[src/rtl/rn_pkg.sv]
package rn_pkg;
   typedef enum logic [1:0] {
      WK_IDLE   = 2'd0,
      WK_SQUASH = 2'd1,
      WK_COMMIT = 2'd2
   } walk_e;

   // Integers occupy the low map slots; floating-point tags follow them.
   function automatic int flatten_tag(int tag, int fp_base, int int_regs);
      return (tag < fp_base) ? tag : tag - fp_base + int_regs;
   endfunction
endpackage

[src/rtl/rn_free_fifo.sv]
module rn_free_fifo #(
   parameter int DEPTH = 8,
   parameter int PW    = 5,
   parameter int BASE  = 12
) (
   input  logic                         clk,
   input  logic                         rst_n,
   input  logic                         pop,
   input  logic                         push,
   input  logic [PW-1:0]                push_data,
   output logic [PW-1:0]                head_data,
   output logic [$clog2(DEPTH+1)-1:0]   count
);
   localparam int IW = $clog2(DEPTH);
   localparam int CW = $clog2(DEPTH+1);

   generate
      if (DEPTH < 2) begin : g_bad_depth
         $error("rn_free_fifo needs DEPTH >= 2");
      end
   endgenerate

   logic [PW-1:0] slot_q [DEPTH];
   logic [IW-1:0] head_q, tail_q;
   logic [CW-1:0] cnt_q;

   function automatic logic [IW-1:0] wrap_inc(logic [IW-1:0] p);
      return (p == IW'(DEPTH-1)) ? '0 : p + 1'b1;
   endfunction

   always_ff @(posedge clk) begin
      if (!rst_n) begin
         for (int i = 0; i < DEPTH; i++) slot_q[i] <= PW'(BASE + i);
         head_q <= '0;
         tail_q <= '0;
         cnt_q  <= CW'(DEPTH);
      end else begin
         if (pop)  head_q <= wrap_inc(head_q);
         if (push) begin
            slot_q[tail_q] <= push_data;
            tail_q         <= wrap_inc(tail_q);
         end
         cnt_q <= cnt_q + CW'(push) - CW'(pop);
      end
   end

   assign head_data = slot_q[head_q];
   assign count     = cnt_q;

   p_no_overflow_r10: assert property (@(posedge clk) disable iff (!rst_n)
      push && !pop |-> cnt_q < CW'(DEPTH));
   p_no_underflow_r5: assert property (@(posedge clk) disable iff (!rst_n)
      pop |-> cnt_q != '0);
endmodule

[src/rtl/rn_hist_ring.sv]
module rn_hist_ring #(
   parameter int DEPTH = 8,
   parameter int EW    = 22
) (
   input  logic                         clk,
   input  logic                         rst_n,
   input  logic                         push,
   input  logic [EW-1:0]                push_data,
   input  logic                         pop_young,
   input  logic                         pop_old,
   output logic [EW-1:0]                young_data,
   output logic [EW-1:0]                old_data,
   output logic [$clog2(DEPTH+1)-1:0]   count,
   output logic                         full
);
   localparam int IW = $clog2(DEPTH);
   localparam int CW = $clog2(DEPTH+1);

   generate
      if (DEPTH < 2) begin : g_bad_depth
         $error("rn_hist_ring needs DEPTH >= 2");
      end
   endgenerate

   logic [EW-1:0] ent_q [DEPTH];
   logic [IW-1:0] head_q, tail_q, tail_dec;
   logic [CW-1:0] cnt_q;

   assign tail_dec = (tail_q == '0) ? IW'(DEPTH-1) : tail_q - 1'b1;

   always_ff @(posedge clk) begin
      if (!rst_n) begin
         head_q <= '0;
         tail_q <= '0;
         cnt_q  <= '0;
      end else begin
         if (push) begin
            ent_q[tail_q] <= push_data;
            tail_q        <= (tail_q == IW'(DEPTH-1)) ? '0 : tail_q + 1'b1;
         end else if (pop_young) begin
            tail_q <= tail_dec;
         end
         if (pop_old) head_q <= (head_q == IW'(DEPTH-1)) ? '0 : head_q + 1'b1;
         cnt_q <= cnt_q + CW'(push) - CW'(pop_young) - CW'(pop_old);
      end
   end

   assign young_data = ent_q[tail_dec];
   assign old_data   = ent_q[head_q];
   assign count      = cnt_q;
   assign full       = (cnt_q == CW'(DEPTH));

   p_ring_no_overflow_r10: assert property (@(posedge clk) disable iff (!rst_n)
      push |-> !full);
   p_ring_pop_live_r6: assert property (@(posedge clk) disable iff (!rst_n)
      (pop_young || pop_old) |-> cnt_q != '0);
endmodule

[src/rtl/rn_map_table.sv]
module rn_map_table #(
   parameter int N_ARCH = 12,
   parameter int N_PHYS = 20,
   parameter int AW     = 4,
   parameter int PW     = 5
) (
   input  logic          clk,
   input  logic          rst_n,
   input  logic [AW-1:0] rd_a0,
   input  logic [AW-1:0] rd_a1,
   input  logic [AW-1:0] rd_a2,
   output logic [PW-1:0] rd_p0,
   output logic [PW-1:0] rd_p1,
   output logic [PW-1:0] rd_p2,
   output logic          rd_r0,
   output logic          rd_r1,
   input  logic          wr_en,
   input  logic          wr_alloc,
   input  logic [AW-1:0] wr_arch,
   input  logic [PW-1:0] wr_phys
);
   logic [PW-1:0]     map_q [N_ARCH];
   logic [N_PHYS-1:0] rdy_q;

   always_ff @(posedge clk) begin
      if (!rst_n) begin
         for (int i = 0; i < N_ARCH; i++) map_q[i] <= PW'(i);
         rdy_q <= '1;
      end else if (wr_en) begin
         map_q[wr_arch] <= wr_phys;
         if (wr_alloc) rdy_q[wr_phys] <= 1'b0;
      end
   end

   assign rd_p0 = map_q[rd_a0];
   assign rd_p1 = map_q[rd_a1];
   assign rd_p2 = map_q[rd_a2];
   assign rd_r0 = rdy_q[rd_p0];
   assign rd_r1 = rdy_q[rd_p1];

   p_alloc_clears_ready_r4: assert property (@(posedge clk) disable iff (!rst_n)
      wr_en && wr_alloc |=> !rdy_q[$past(wr_phys)]);
endmodule

[src/rtl/rename_rollback_map.sv]
module rename_rollback_map #(
   parameter int INT_REGS = 8,
   parameter int FP_REGS  = 4,
   parameter int FP_BASE  = 16,
   parameter int TAG_W    = 5,
   parameter int NUM_PHYS = 20,
   parameter int SEQ_W    = 8
) (
   input  logic                                           clk,
   input  logic                                           rst_n,
   input  logic                                           ren_valid,
   input  logic [SEQ_W-1:0]                               ren_seq,
   input  logic [TAG_W-1:0]                               ren_src0,
   input  logic [TAG_W-1:0]                               ren_src1,
   input  logic                                           ren_has_dst,
   input  logic [TAG_W-1:0]                               ren_dst,
   output logic                                           ren_accept,
   output logic [$clog2(NUM_PHYS)-1:0]                    src0_phys,
   output logic                                           src0_ready,
   output logic [$clog2(NUM_PHYS)-1:0]                    src1_phys,
   output logic                                           src1_ready,
   output logic [$clog2(NUM_PHYS)-1:0]                    dst_phys,
   output logic [$clog2(NUM_PHYS)-1:0]                    dst_prev,
   input  logic                                           sq_valid,
   input  logic [SEQ_W-1:0]                               sq_seq,
   input  logic                                           cm_valid,
   input  logic [SEQ_W-1:0]                               cm_seq,
   output logic                                           walk_busy,
   output logic [$clog2(NUM_PHYS-INT_REGS-FP_REGS+1)-1:0] free_count
);
   import rn_pkg::*;

   localparam int NUM_ARCH = INT_REGS + FP_REGS;
   localparam int AW       = $clog2(NUM_ARCH);
   localparam int PW       = $clog2(NUM_PHYS);
   localparam int FREE_N   = NUM_PHYS - NUM_ARCH;
   localparam int CW       = $clog2(FREE_N + 1);
   localparam int EW       = SEQ_W + AW + 2 * PW;

   generate
      if (FREE_N < 2) begin : g_bad_phys
         $error("NUM_PHYS must exceed the architectural count by at least 2");
      end
      if (FP_REGS > 0 && FP_BASE < INT_REGS) begin : g_bad_base
         $error("FP_BASE must not overlap the integer tags");
      end
      if ((1 << TAG_W) < FP_BASE + FP_REGS) begin : g_bad_tag
         $error("TAG_W too narrow for the floating-point tags");
      end
   endgenerate

   // Tag flattening: with no floating-point file the tag is the index.
   logic [AW-1:0] s0_a, s1_a, d_a;
   generate
      if (FP_REGS > 0) begin : g_flat_fp
         assign s0_a = AW'(flatten_tag(int'(ren_src0), FP_BASE, INT_REGS));
         assign s1_a = AW'(flatten_tag(int'(ren_src1), FP_BASE, INT_REGS));
         assign d_a  = AW'(flatten_tag(int'(ren_dst),  FP_BASE, INT_REGS));
      end else begin : g_flat_int
         assign s0_a = AW'(ren_src0);
         assign s1_a = AW'(ren_src1);
         assign d_a  = AW'(ren_dst);
      end
   endgenerate

   walk_e            mode_q;
   logic [SEQ_W-1:0] tgt_q;
   logic             idle, take_sq, take_cm, do_alloc, sq_step, cm_step;
   logic [EW-1:0]    young_d, old_d;
   logic [CW-1:0]    hist_cnt, fl_cnt;
   logic             hist_full;
   logic [PW-1:0]    fl_head;

   logic [SEQ_W-1:0] y_seq, o_seq;
   logic [AW-1:0]    y_arch;
   logic [PW-1:0]    y_new, y_prev, o_prev;

   assign y_seq  = young_d[EW-1 -: SEQ_W];
   assign y_arch = young_d[2*PW +: AW];
   assign y_new  = young_d[PW +: PW];
   assign y_prev = young_d[0 +: PW];
   assign o_seq  = old_d[EW-1 -: SEQ_W];
   assign o_prev = old_d[0 +: PW];

   assign idle       = (mode_q == WK_IDLE);
   assign take_sq    = idle && sq_valid;
   assign take_cm    = idle && !sq_valid && cm_valid;
   assign ren_accept = idle && ren_valid && !sq_valid && !cm_valid &&
                       (!ren_has_dst || fl_cnt != '0);
   assign do_alloc   = ren_accept && ren_has_dst;
   assign sq_step    = (mode_q == WK_SQUASH) && hist_cnt != '0 && y_seq > tgt_q;
   assign cm_step    = (mode_q == WK_COMMIT) && hist_cnt != '0 && o_seq <= tgt_q;

   always_ff @(posedge clk) begin
      if (!rst_n) begin
         mode_q <= WK_IDLE;
         tgt_q  <= '0;
      end else if (take_sq) begin
         mode_q <= WK_SQUASH;
         tgt_q  <= sq_seq;
      end else if (take_cm) begin
         mode_q <= WK_COMMIT;
         tgt_q  <= cm_seq;
      end else if (!idle && !sq_step && !cm_step) begin
         mode_q <= WK_IDLE;
      end
   end

   rn_map_table #(.N_ARCH(NUM_ARCH), .N_PHYS(NUM_PHYS), .AW(AW), .PW(PW)) u_map (
      .clk      (clk),
      .rst_n    (rst_n),
      .rd_a0    (s0_a),
      .rd_a1    (s1_a),
      .rd_a2    (d_a),
      .rd_p0    (src0_phys),
      .rd_p1    (src1_phys),
      .rd_p2    (dst_prev),
      .rd_r0    (src0_ready),
      .rd_r1    (src1_ready),
      .wr_en    (do_alloc || sq_step),
      .wr_alloc (do_alloc),
      .wr_arch  (sq_step ? y_arch : d_a),
      .wr_phys  (sq_step ? y_prev : fl_head)
   );

   rn_free_fifo #(.DEPTH(FREE_N), .PW(PW), .BASE(NUM_ARCH)) u_free (
      .clk       (clk),
      .rst_n     (rst_n),
      .pop       (do_alloc),
      .push      (sq_step || cm_step),
      .push_data (sq_step ? y_new : o_prev),
      .head_data (fl_head),
      .count     (fl_cnt)
   );

   rn_hist_ring #(.DEPTH(FREE_N), .EW(EW)) u_hist (
      .clk        (clk),
      .rst_n      (rst_n),
      .push       (do_alloc),
      .push_data  ({ren_seq, d_a, fl_head, dst_prev}),
      .pop_young  (sq_step),
      .pop_old    (cm_step),
      .young_data (young_d),
      .old_data   (old_d),
      .count      (hist_cnt),
      .full       (hist_full)
   );

   assign dst_phys   = fl_head;
   assign walk_busy  = !idle;
   assign free_count = fl_cnt;

   p_conserve_r10: assert property (@(posedge clk) disable iff (!rst_n)
      32'(fl_cnt) + 32'(hist_cnt) == FREE_N);
   p_full_means_empty_free_r10: assert property (@(posedge clk) disable iff (!rst_n)
      hist_full |-> fl_cnt == '0);
   p_busy_refuses_r9: assert property (@(posedge clk) disable iff (!rst_n)
      walk_busy |-> !ren_accept);
   p_walk_ends_idle_r9: assert property (@(posedge clk) disable iff (!rst_n)
      walk_busy && !sq_step && !cm_step |=> !walk_busy);
endmodule

[config.mk]
export PLATFORM = sky130hd
export DESIGN_NAME = rename_rollback_map
export DESIGN_NICKNAME = d
export VERILOG_FILES = /design/src/rtl/rn_pkg.sv /design/src/rtl/rn_free_fifo.sv /design/src/rtl/rn_hist_ring.sv /design/src/rtl/rn_map_table.sv /design/src/rtl/rename_rollback_map.sv
export SDC_FILE = /design/constraint.sdc
export NUM_CORES = 1
export LEC_CHECK = 0
export ABC_AREA = 1
export ABC_CLOCK_PERIOD_IN_PS = 6800
export CORE_ASPECT_RATIO = 2
export CORE_UTILIZATION = 53
export CTS_CLUSTER_DIAMETER = 150
export DETAILED_ROUTE_END_ITERATION = 6
export DONT_BUFFER_PORTS = 1
export HOLD_SLACK_MARGIN = 0.02
export MAX_ROUTING_LAYER = met4
export PLACE_DENSITY = 0.73
export SYNTH_ARGS = -nofsm -noshare
export SYNTH_HDL_FRONTEND = slang
export SYNTH_SLANG_ARGS = --single-unit
[constraint.sdc]
create_clock -name clk -period 6.8 [get_ports clk]
set_input_delay 0 -clock clk [delete_from_list [all_inputs] [get_ports clk]]
set_output_delay 0 -clock clk [all_outputs]
set_load 0.02 [all_outputs]
After elaboration in Yosys (flattened, before gate mapping)
Memory sizes are Yosys's and may differ from the RTL's. A register that Yosys moved wholly into a read port is not among the register bits.
Index checks and enable logic that the tools add are counted.
{ "totals": {"ram_bits": 276, "memories": 3, "regBits": 50, "wordCells": 127} }
{ "classes": {"mux": 44, "eq_ne": 6, "order_cmp": 9, "n_reduce_logical": 36, "add_sub_neg": 16, "n_bitwise": 3} }
{ "memory_table": {"columns": ["memory", "depth", "width", "rd", "rd_clocked_by_memory_dff", "wr", "line_no", "source"], "rows": [
  ["u_hist.ent_q", 8, 22, 2, 1, 1, "rn_hist_ring.sv:25", "logic [EW-1:0] ent_q [DEPTH];"],
  ["u_map.map_q", 12, 5, 3, 0, 12, "rn_map_table.sv:22", "logic [PW-1:0] map_q [N_ARCH];"],
  ["u_free.slot_q", 8, 5, 1, 1, 8, "rn_free_fifo.sv:23", "logic [PW-1:0] slot_q [DEPTH];"]
]} }
{ "op_table": {"columns": ["operator", "count"], "rows": [
  ["two-way mux 3 bit", 12],
  ["bitwise AND 20 bit", 1],
  ["two-way mux 4 bit", 5],
  ["two-way mux 5 bit", 4],
  ["NOT 20 bit", 1],
  ["less-than comparator 5 x 6 -> 1 bit (second input constant)", 3],
  ["two-way mux 1 bit", 16],
  ["two-way mux 8 bit", 2],
  ["logical AND 1 bit", 15],
  ["less-than comparator 5 bit (second input constant)", 3],
  ["adder 3 x 1 -> 3 bit (second input constant)", 4],
  ["adder 4 bit (second input constant)", 3],
  ["equality test 3 bit (second input constant)", 4],
  ["subtractor 4 x 1 -> 4 bit", 3],
  ["subtractor 4 x 1 -> 4 bit (second input constant)", 3],
  ["binary-select mux 1 bit (select 5 bit)", 2],
  ["OR reduction 5 bit", 2],
  ["adder 4 x 1 -> 4 bit", 2],
  ["greater-than comparator 8 bit", 1],
  ["<= comparator 8 bit", 1],
  ["nonzero test 4 bit", 2],
  ["zero test 1 bit", 6],
  ["nonzero test 2 bit", 3],
  ["demux 1 bit (select 5 bit)", 1],
  ["other kinds (12)", 15]
]} }

Longest topological paths before layout
Gate-level depths: netlist of the first run.
{ "logic_depth": {"depth_word": 12, "ltp_mapped": 31, "ltp_nobuf": 26} }

Cells and area by module
A second synthesis of the first run with hierarchy kept.
{ "hier_totals": {"cells_unflattened": 2626, "area_unflattened_um2": 20349.5} }
{ "by_module_without_submodules": {"columns": ["module", "cells_per_inst", "n_inst", "area_each_um2", "seq_area_each_um2"], "rows": [
  ["rn_hist_ring", 1247, 1, 9965.8, 5545.3],
  ["rn_map_table", 864, 1, 6530.0, 2802.7],
  ["rn_free_fifo", 321, 1, 2660.1, 1461.4],
  ["rename_rollback_map", 194, 1, 1193.6, 200.2]
]} }

Worst setup path before layout of the first run
Ideal clock, no wire load.
{ "synth_path": {"kind": "register to register", "from": "reg u_hist.tail_q[1]", "to": "reg u_free.cnt_q[3] (netlist: u_free.count[3])", "path_buffers": 6, "period_less_slack_ns": 4.704, "t_arrival_ns": 4.581, "path_stages_with_launch": 31, "setup_time_ns": 0.123, "setup_slack_ns": 2.096, "path_cell_list": "dfxtp_1 -> inv_1 -> ha_1 -> ha_1 -> nor2_4 -> buf_6 -> buf_2 -> buf_2 -> buf_2 -> nand2_1 -> a32o_1 -> o21ai_0 -> ha_1 -> inv_1 -> nor2_1 -> o21ai_1 -> nand2_1 -> nand2_1 -> nand2_1 -> nand3_1 -> buf_2 -> buf_2 -> ha_1 -> ha_1 -> inv_1 -> ha_1 -> nand2_1 -> nor2_1 -> a211oi_1 -> xor2_1 -> or2_2"} }
{ "synth_via": {"elab_chain_cells": 8, "word_cells_on_any_way": 9, "classes_between": "3 x add/sub; 1 x order compare; 1 x mux; 3 x reduce/logical; 1 x memory"} }
{ "synth_rtl": {"columns": ["element", "line_no", "source"], "rows": [
  ["start, declared", "rn_hist_ring.sv:26", "logic [IW-1:0] head_q, tail_q, tail_dec;"],
  ["start signal, assigned", "rn_hist_ring.sv:39", "tail_q <= (tail_q == IW'(DEPTH-1)) ? '0 : tail_q + 1'b1;"],
  ["start signal, assigned", "rn_hist_ring.sv:41", "tail_q <= tail_dec;"],
  ["subtractor 3 x 1 -> 3 bit or zero test 3 bit (tied branches)", "rn_hist_ring.sv:29", "assign tail_dec = (tail_q == '0) ? IW'(DEPTH-1) : tail_q - 1'b1;"],
  ["two-way mux 3 bit (*)", "rn_hist_ring.sv:29", null],
  ["memory read (8 x 22 bit) (*)", null, null],
  ["greater-than comparator 8 bit (*)", "rename_rollback_map.sv:91", "assign sq_step = (mode_q == WK_SQUASH) && hist_cnt != '0 && y_seq > tgt_q;"],
  ["logical AND 1 bit (*)", "rename_rollback_map.sv:91", null],
  ["logical OR 1 bit (*)", "rename_rollback_map.sv:130", ".push (sq_step || cm_step),"],
  ["adder 4 x 1 -> 4 bit (*)", "rn_free_fifo.sv:43", "cnt_q <= cnt_q + CW'(push) - CW'(pop);"],
  ["subtractor 4 x 1 -> 4 bit (*)", "rn_free_fifo.sv:43", null],
  ["end signal, assigned", "rn_free_fifo.sv:36", "cnt_q <= CW'(DEPTH);"],
  ["end signal, assigned", "rn_free_fifo.sv:43", null],
  ["end, declared", "rn_free_fifo.sv:25", "logic [CW-1:0] cnt_q;"]
]} }
Every way passes the cells marked *; elsewhere a longest branch is shown, timed or not.
A chain may end at the register's enable or synchronous reset.

Worst setup path after layout of the first run
{ "layout_path": {"from": "reg u_hist.tail_q[1]", "to": "reg u_map.rdy_q[18]"} }
{ "layout_via": {"elab_chain_cells": 12, "word_cells_on_any_way": 16, "classes_between": "1 x add/sub; 3 x order compare; 4 x mux; 2 x bitwise; 5 x reduce/logical; 1 x memory"} }
{ "layout_rtl": {"columns": ["element", "line_no", "source"], "rows": [
  ["subtractor 3 x 1 -> 3 bit or zero test 3 bit (tied branches)", "rn_hist_ring.sv:29", null],
  ["two-way mux 3 bit (*)", "rn_hist_ring.sv:29", null],
  ["memory read (8 x 22 bit) (*)", null, null],
  ["greater-than comparator 8 bit", "rename_rollback_map.sv:91", null],
  ["logical AND 1 bit", "rename_rollback_map.sv:91", null],
  ["two-way mux 5 bit (*)", "rename_rollback_map.sv:123", ".wr_phys (sq_step ? y_prev : fl_head)"],
  ["net u_map.wr_phys[3]", "rn_map_table.sv:20", "input logic [PW-1:0] wr_phys"],
  ["less-than comparator 5 x 6 -> 1 bit (not written as such) or greater-or-equal comparator 5 x 1 -> 1 bit (tied branches)", "rn_map_table.sv:31", "if (wr_alloc) rdy_q[wr_phys] <= 1'b0;"],
  ["logical AND 1 bit (not written as such)", "rn_map_table.sv:31", null],
  ["two-way mux 1 bit (not written as such)", "rn_map_table.sv:31", null],
  ["demux 1 bit (select 5 bit) (*)", null, null],
  ["NOT 20 bit (no line) (*)", null, null],
  ["bitwise AND 20 bit (no line) (*)", null, null],
  ["end signal, assigned", "rn_map_table.sv:28", "rdy_q <= '1;"],
  ["end signal, assigned by index", "rn_map_table.sv:31", null],
  ["end, declared", "rn_map_table.sv:23", "logic [N_PHYS-1:0] rdy_q;"]
]} }
Mark *: on every way through the listed nets, which the timed path passes. The rest lies on a longest branch.

==> results of run 1 <==
## registers in the layout (all words and copies together), names as in the netlist, named ones only
register	count
mode_q	2
tgt_q	8
u_free.count	4
u_free.head_q	3
u_free.slot_q	40
u_free.tail_q	3
u_hist.count	4
u_hist.ent_q	176
u_hist.head_q	3
u_hist.tail_q	3
u_map.map_q	80
u_map.rdy_q	20
## power groups by stage
stage / Sequential [mW] / Combinational, mW / Clock, mW
4_1_cts: 2.43 / 1.01 / 2.01
3_3_place_gp: 2.48 / 0.943 / 0
2_1_floorplan: 2.47 / 0.697 / 0
6_report: 2.43 / 1.03 / 1.99
3_5_place_dp: 2.48 / 0.965 / 0
5_1_grt: 2.44 / 1.12 / 2.08
## synthesized netlist by cell type (2+ instances only)
| cell | number | area (µm²) |
|---|---|---|
| a211oi_1 | 4 | 30.0 |
| o22ai_1 | 27 | 169 |
| edfxtp_1 | 296 | 8890 |
| xor2_1 | 3 | 26.3 |
| nand3_1 | 196 | 981 |
| a21oi_1 | 121 | 606 |
| mux2i_1 | 3 | 30.0 |
| ha_1 | 36 | 450 |
| buf_1 | 4 | 15.0 |
| buf_6 | 3 | 33.8 |
| inv_1 | 154 | 578 |
| xnor2_1 | 3 | 26.3 |
| nand2_1 | 454 | 1700 |
| nor3_1 | 21 | 105 |
| nor2_4 | 3 | 33.8 |
| o21ai_1 | 9 | 45.0 |
| buf_2 | 43 | 215 |
| clkbuf_1 | 63 | 236 |
| o21ai_0 | 222 | 1110 |
| buf_4 | 2 | 15.0 |
| o21ai_2 | 8 | 70.1 |
| fa_1 | 3 | 60.1 |
| o221ai_2 | 2 | 30.0 |
| a31oi_1 | 9 | 56.3 |
| nand2_2 | 3 | 18.8 |
| nor2_2 | 9 | 56.3 |
| o211ai_1 | 48 | 360 |
| clkinv_1 | 3 | 11.3 |
| inv_2 | 16 | 60.1 |
| nand3_2 | 2 | 20.0 |
| a32o_1 | 7 | 70.1 |
| nor2_1 | 206 | 773 |
| mux2_2 | 5 | 56.3 |
| o221ai_1 | 3 | 26.3 |
| dfxtp_1 | 56 | 1120 |
## cell families (layout without fill, tap and decap cells)
group / Yosys count / after routing / synth area share [%]
compound gates: 465 / 465 / 14.4
fa+ha+maj: 39 / 39 / 2.81
simple gates: 900 / 900 / 20.6
mux: 8 / 8 / 0.475
flops: 352 / 352 / 55.0
buf+inv: 288 / 296 / 6.40
xor+xnor: 6 / 6 / 0.289
## cell type report
class                      count  area [µm²]  area share, %
clock buffer                  33         793           3.96
clock inverter                23         355           1.77
inverter                     173         649           3.24
multi-input combinational   1418        7060           35.2
sequential                   352       10000           50.0
tap                          436         546           2.72
timing repair buffer          67         631           3.15
## per-stage QoR
stage                     std cells  hold WS, ns  instance area, µm²
after floorplan                2058       0.0587               18200
after global placement         2402       0.0629               18400
after detailed placement       2402       0.0644               18400
after CTS                      2502       0.0516               20000
after global routing           2502       0.0662               20000
final                          2502       0.0648               20000
## per-layer routing
layer	GRT usage, %	vias up	part of all wire [%]
li1	-	7058	-
met1	30.7	7182	32
met2	59.7	683	53
met3	4.26	259	5.8
met4	26.0	0	8.8
met5	-	-	0
## how the worst min path moves through the flow
| stage | depth (start not counted) | endpoint | slack (ns) | startpoint |
|---|---|---|---|---|
| 6_report | 1 | ren_accept | 0.06 | cm_valid |
| 5_1_grt | 1 | ren_accept | 0.07 | cm_valid |
| 4_1_cts | 5 | flip-flop | 0.05 | cm_valid |
| 3_5_place_dp | 1 | ren_accept | 0.06 | cm_valid |
| 3_3_place_gp | 1 | ren_accept | 0.06 | cm_valid |
| 2_1_floorplan | 1 | ren_accept | 0.06 | cm_valid |
==> impl_metrics.toml, run 1 <==
[status]
outcome = "completed"

[floorplan]
io_pins = 73
row_count = 95
die_area_um2 = 35100
initial_utilization_pct = 54.1
die_x_um = 133
die_h_um = 264
core_um2 = 33600

[placed_design]
routabilityCongestion = 1.00
port_buffers = 0
pre_cts_ws_ns = 1.63
place_hpwl_um = 38100

[logic_synthesis]
ys_seq_area_share_pct = 55.0
yosys_warnings = 0
synthFlopType = "edfxtp_1"
async_flop_share_pct = 0
ys_seq_elements = 352
ys_types = 46
syn_area_um2 = 18200
synth-edff-count = 296
synth_fp_nets = 2142
syn_inst = 2058
avgSynthCellArea_um2 = 8.84

[sta]
finalHoldViolations = 0
rsz0062_at_grt = "no"
fin_skew_ns = 0.0200
min_period_over_period_pct = 81.0
slew_violations = 0
tightest_slew_ns = 1.05
finalSetupViolations = 0
post-route-min-period_ns = 5.51
setup_slack_ns = 1.29
max-slew-margin-rel_pct = 29.6
tns_ns = 0
max_freq_mhz = 182

[power_and_ir_drop]
pwr-share-clk_pct = 36.5
p_int_mw = 3.88
power_frac_seq_pct = 44.6
comb_power_share_pct = 18.9
switching_share_pct = 28.8
power_density_nw_per_um2 = 272
p_leak_nw = 7.64
irDropWorstVdd_uv = 206
power.total_mw = 5.45
p_sw_mw = 1.57

[critical_path]
crit_family = "buffers and inverters"
reg2reg_from = "u_hist.tail_q[1]"
timing.rr.end = "u_map.rdy_q[18]"
ff2ff_path_depth = 25
reg2reg_slack_ns = 1.29
worst-setup-path-type = "reg -> reg"
cp_num_cells = 25
crit_required_ns = 7.28
crit_slowest_cell = "nor2_4"
crit_end = "u_map.rdy_q[18]"
setup.worst_path.end_class = "flip-flop"
crit_top_cell = "nand2_1"
cp.arrival_ns = 5.98
path_buf_inv = 6
cpPeakStageDelay_ns = 0.57
crit_path_start_kind = "flip-flop"
crit_fanout = 29
startpoint = "u_hist.tail_q[1]"

[layout]
area_growth_pct = 10.2
fin_util_pct = 59.6
fill_cells = 2840
nets = 2126
diodes = 0
drive_gt1_share_pct = 6.68
final_common_cell = "nand2_1"
final_cell_mix = "nand2_1, edfxtp_1, o21ai_0"

[route]
drt_iter0_drc = 1210
wirelength_um = 56000
dr_total_vias = 15200
via_per_inst = 6.07
dr.pass1.iters = 6
ant_nets = 0
wl_per_cell_um = 22.4
remaining_drc_errors = 0

[clock_tree]
clk_path_buf_depth = 3
ctsHoldBuffers = 44
cts_tree = "done"
cts_buffers = 30
cts.clk_slew.worst_paths_ns = 0.07
numClockSinks = 352
h-tree-depth = 1
clk_latency_ns = 0.58
postCtsSetupRepairBufs = 0
ctsResizeCount = 0
ctsRootBufferMaster = "clkbuf_16"

[global_routing]
grt_pass1_wl_um = 84100
grt_max_degree = 67
grt_pass1_vias = 14900
grt_overflow_total = 0
grt_use_total_pct = 32.9
antenna_found_initial = 0

[job]
maxCapViolations = 0

[hold_path]
hp-class = "in -> out"
Power figures use the tool's default switching activity.
==> run 2, diff against run 1 <==
--- a/config.mk
+++ b/config.mk
@@ -6,7 +6,7 @@
 export NUM_CORES = 1
 export LEC_CHECK = 0
 export ABC_AREA = 1
-export ABC_CLOCK_PERIOD_IN_PS = 6800
+export ABC_CLOCK_PERIOD_IN_PS = 4600
 export CORE_ASPECT_RATIO = 2
 export CORE_UTILIZATION = 53
 export CTS_CLUSTER_DIAMETER = 150
@@ -14,7 +14,7 @@
 export DONT_BUFFER_PORTS = 1
 export HOLD_SLACK_MARGIN = 0.02
 export MAX_ROUTING_LAYER = met4
-export PLACE_DENSITY = 0.73
+export PLACE_DENSITY = 0.76
 export SYNTH_ARGS = -nofsm -noshare
 export SYNTH_HDL_FRONTEND = slang
 export SYNTH_SLANG_ARGS = --single-unit
==> constraint.sdc (replaced) <==
create_clock -name clk -period 4.6 [get_ports clk]
set_input_delay 0 -clock clk [delete_from_list [all_inputs] [get_ports clk]]
set_output_delay 0 -clock clk [all_outputs]
set_load 0.02 [all_outputs]
==> run 2 against run 1 <==
Combinational power rose by 57%. Fmax is 24% higher. Flip-flop and latch count is the same. Die area stayed put. Clock skew down 0.00055 ns. Critical path depth shrank 4. Worst setup slack worse by 1.1 ns. Critical path type unchanged.
==> impl_metrics.toml, run 2 (same netlist as run 1, synthesis figures left out) <==
[global_routing]
grt_busiest_layer = "met2"
grt_max_degree = 67
antenna_found_initial = 0
grt_pass1_wl_um = 85400
grt_overflow_total = 0
met3_usage_pct = 4.61
grt_pass1_vias = 15200
grtUsageMet1_pct = 31.2
grt_use_total_pct = 33.4
use_met2_pct = 59.3

[sta]
post-route-min-period_ns = 4.44
finalHoldViolations = 0
rsz0062_at_grt = "no"
tns_ns = 0
tightest_slew_ns = 1.03
max-slew-margin-rel_pct = 31.0
min_period_over_period_pct = 96.5
slew_violations = 0
fin_skew_ns = 0.0194
max_freq_mhz = 225
finalSetupViolations = 0

[layout]
final_common_cell = "nand2_1"
fin_area_um2 = 20300
finalNonFillerCells = 2532
largest_reg_flops = 176
fin_util_pct = 60.4
drive_gt1_share_pct = 8.83
final_cell_mix = "nand2_1, edfxtp_1, o21ai_0"
nets = 2156
top_regs = "u_hist.ent_q x176, u_map.map_q x80, u_free.slot_q x40"
diodes = 0
area_growth_pct = 11.8
top_register = "u_hist.ent_q"

[power_and_ir_drop]
comb_power_share_pct = 19.9
pwr-share-clk_pct = 35.8
switching_share_pct = 29.3
p_sw_mw = 2.38
power_frac_seq_pct = 44.2
p_int_mw = 5.75
power_density_nw_per_um2 = 400
irDropWorstVdd_uv = 305
p_leak_nw = 7.82

[critical_path]
worst-setup-path-type = "reg -> reg"
cp.arrival_ns = 4.91
crit_family = "compound AO/OA/AOI/OAI gates"
crit_path_start_kind = "flip-flop"
cp_cell_sequence = "buf_4 > o21ai_0 > o22ai_1 > nor2_1 > a31oi_1 > ha_1 > nand2_1 > nor2_1 > nand3_1 > o21ai_0 > nand2_1 > buf_4 > ha_2 > ha_1 > inv_1 > ha_1 > inv_1 > nor2_1 > a211oi_2 > xor2_1 > or2_2"
setup.worst_path.end_class = "flip-flop"
crit_slowest_cell = "dfxtp_1"
cpPeakStageDelay_ns = 0.57
crit_required_ns = 5.07
crit_fanout = 11
reg2reg_slack_ns = 0.16
path_buf_inv = 4

[placed_design]
dpl_cell_area_um2 = 18800
dpl.cell_count = 2438
routabilityCongestion = 1.01
place_hpwl_um = 39200
port_buffers = 0

[floorplan]
die_x_um = 133
io_pins = 73
core_um2 = 33600
die_area_um2 = 35100
die_h_um = 264
initial_utilization_pct = 54.1
row_count = 95

[route]
dr.pass1.iters = 6
drt_iter0_drc = 1231
via_per_inst = 6.14
dr_total_vias = 15600
wl_per_cell_um = 22.4
wirelength_um = 56700
remaining_drc_errors = 0
ant_nets = 0

[clock_tree]
clk_latency_ns = 0.59
cts.clk_slew.worst_paths_ns = 0.07
ctsRootBufferMaster = "clkbuf_16"
numClockSinks = 352
clk_path_buf_depth = 3
cts_tree = "done"
postCtsSetupRepairBufs = 0
h-tree-depth = 1
cts_buffers = 31

[job]
maxCapViolations = 0

[status]
outcome = "completed"

[hold_path]
hp-class = "in -> reg"
## run 2: cell types whose count changed in the layout (fill, tap and decap cells not counted), sizes merged
cell / before / now
buf: 24 / 60
dlygate4sd3: 43 / 36
clkinv: 14 / 12
clkinvlp: 2 / 4
inv: 171 / 173
bufinv: 9 / 8
## run 2: repair_timing
item / CTS / global route
endpoints found under the setup margin: 1 / 98
hold buffers: 37 / 0
gates resized for setup: 1 / 11
endpoints found under the hold margin: 289 / 0
## run 2: routing by layer
layer	vias up	routed length, µm
li1	7120	-
met1	7305	17400
met2	845	30000
met3	289	3830
met4	0	5460
met5	-	0
## run 2: area by class of cell
type / count / area, µm²
fillers: 2799 / 13300
inverters: 173 / 649
clock buffers: 33 / 793
well taps: 436 / 546
flip-flops and latches: 352 / 10000
multi-input cells: 1418 / 7090
clock inverters: 24 / 349
repair buffers: 96 / 893
## run 2: worst paths after layout
path | start | cells past startpoint | to
max reg2reg | flip-flop | 21 | u_free.count[3]
max | flip-flop | 21 | u_free.count[3]
min reg2reg | u_map.rdy_q[13] | 2 | u_map.rdy_q[13]
min | cm_valid | 6 | flip-flop
## run 2: per-stage QoR
step | setup WS (ns) | power, mW | hold WS [ns]
2_1_floorplan | 0.0335 | 4.68 | 0.0587
3_3_place_gp | 0.197 | 5.13 | 0.0628
3_5_place_dp | 0.0293 | 5.17 | 0.0641
4_1_cts | 0.0418 | 8.10 | 0.0491
5_1_grt | 0.0107 | 8.39 | 0.0645
6_report | 0.161 | 8.13 | 0.0562
## run 2: tightest hold or removal path, delay by kind of cell
family / cells / cell delay, ns
AO/OA/AOI/OAI: 1 / 0.06
buffers and inverters: 2 / 0.26
AND/OR/NAND/NOR: 3 / 0.24
## run 2: power groups by stage
stage | Clock [mW] | Combinational, mW | Sequential (mW)
2_1_floorplan | 0 | 1.03 | 3.65
3_3_place_gp | 0 | 1.47 | 3.66
3_5_place_dp | 0 | 1.51 | 3.66
4_1_cts | 2.93 | 1.58 | 3.59
5_1_grt | 3.04 | 1.75 | 3.60
6_report | 2.91 | 1.62 | 3.60
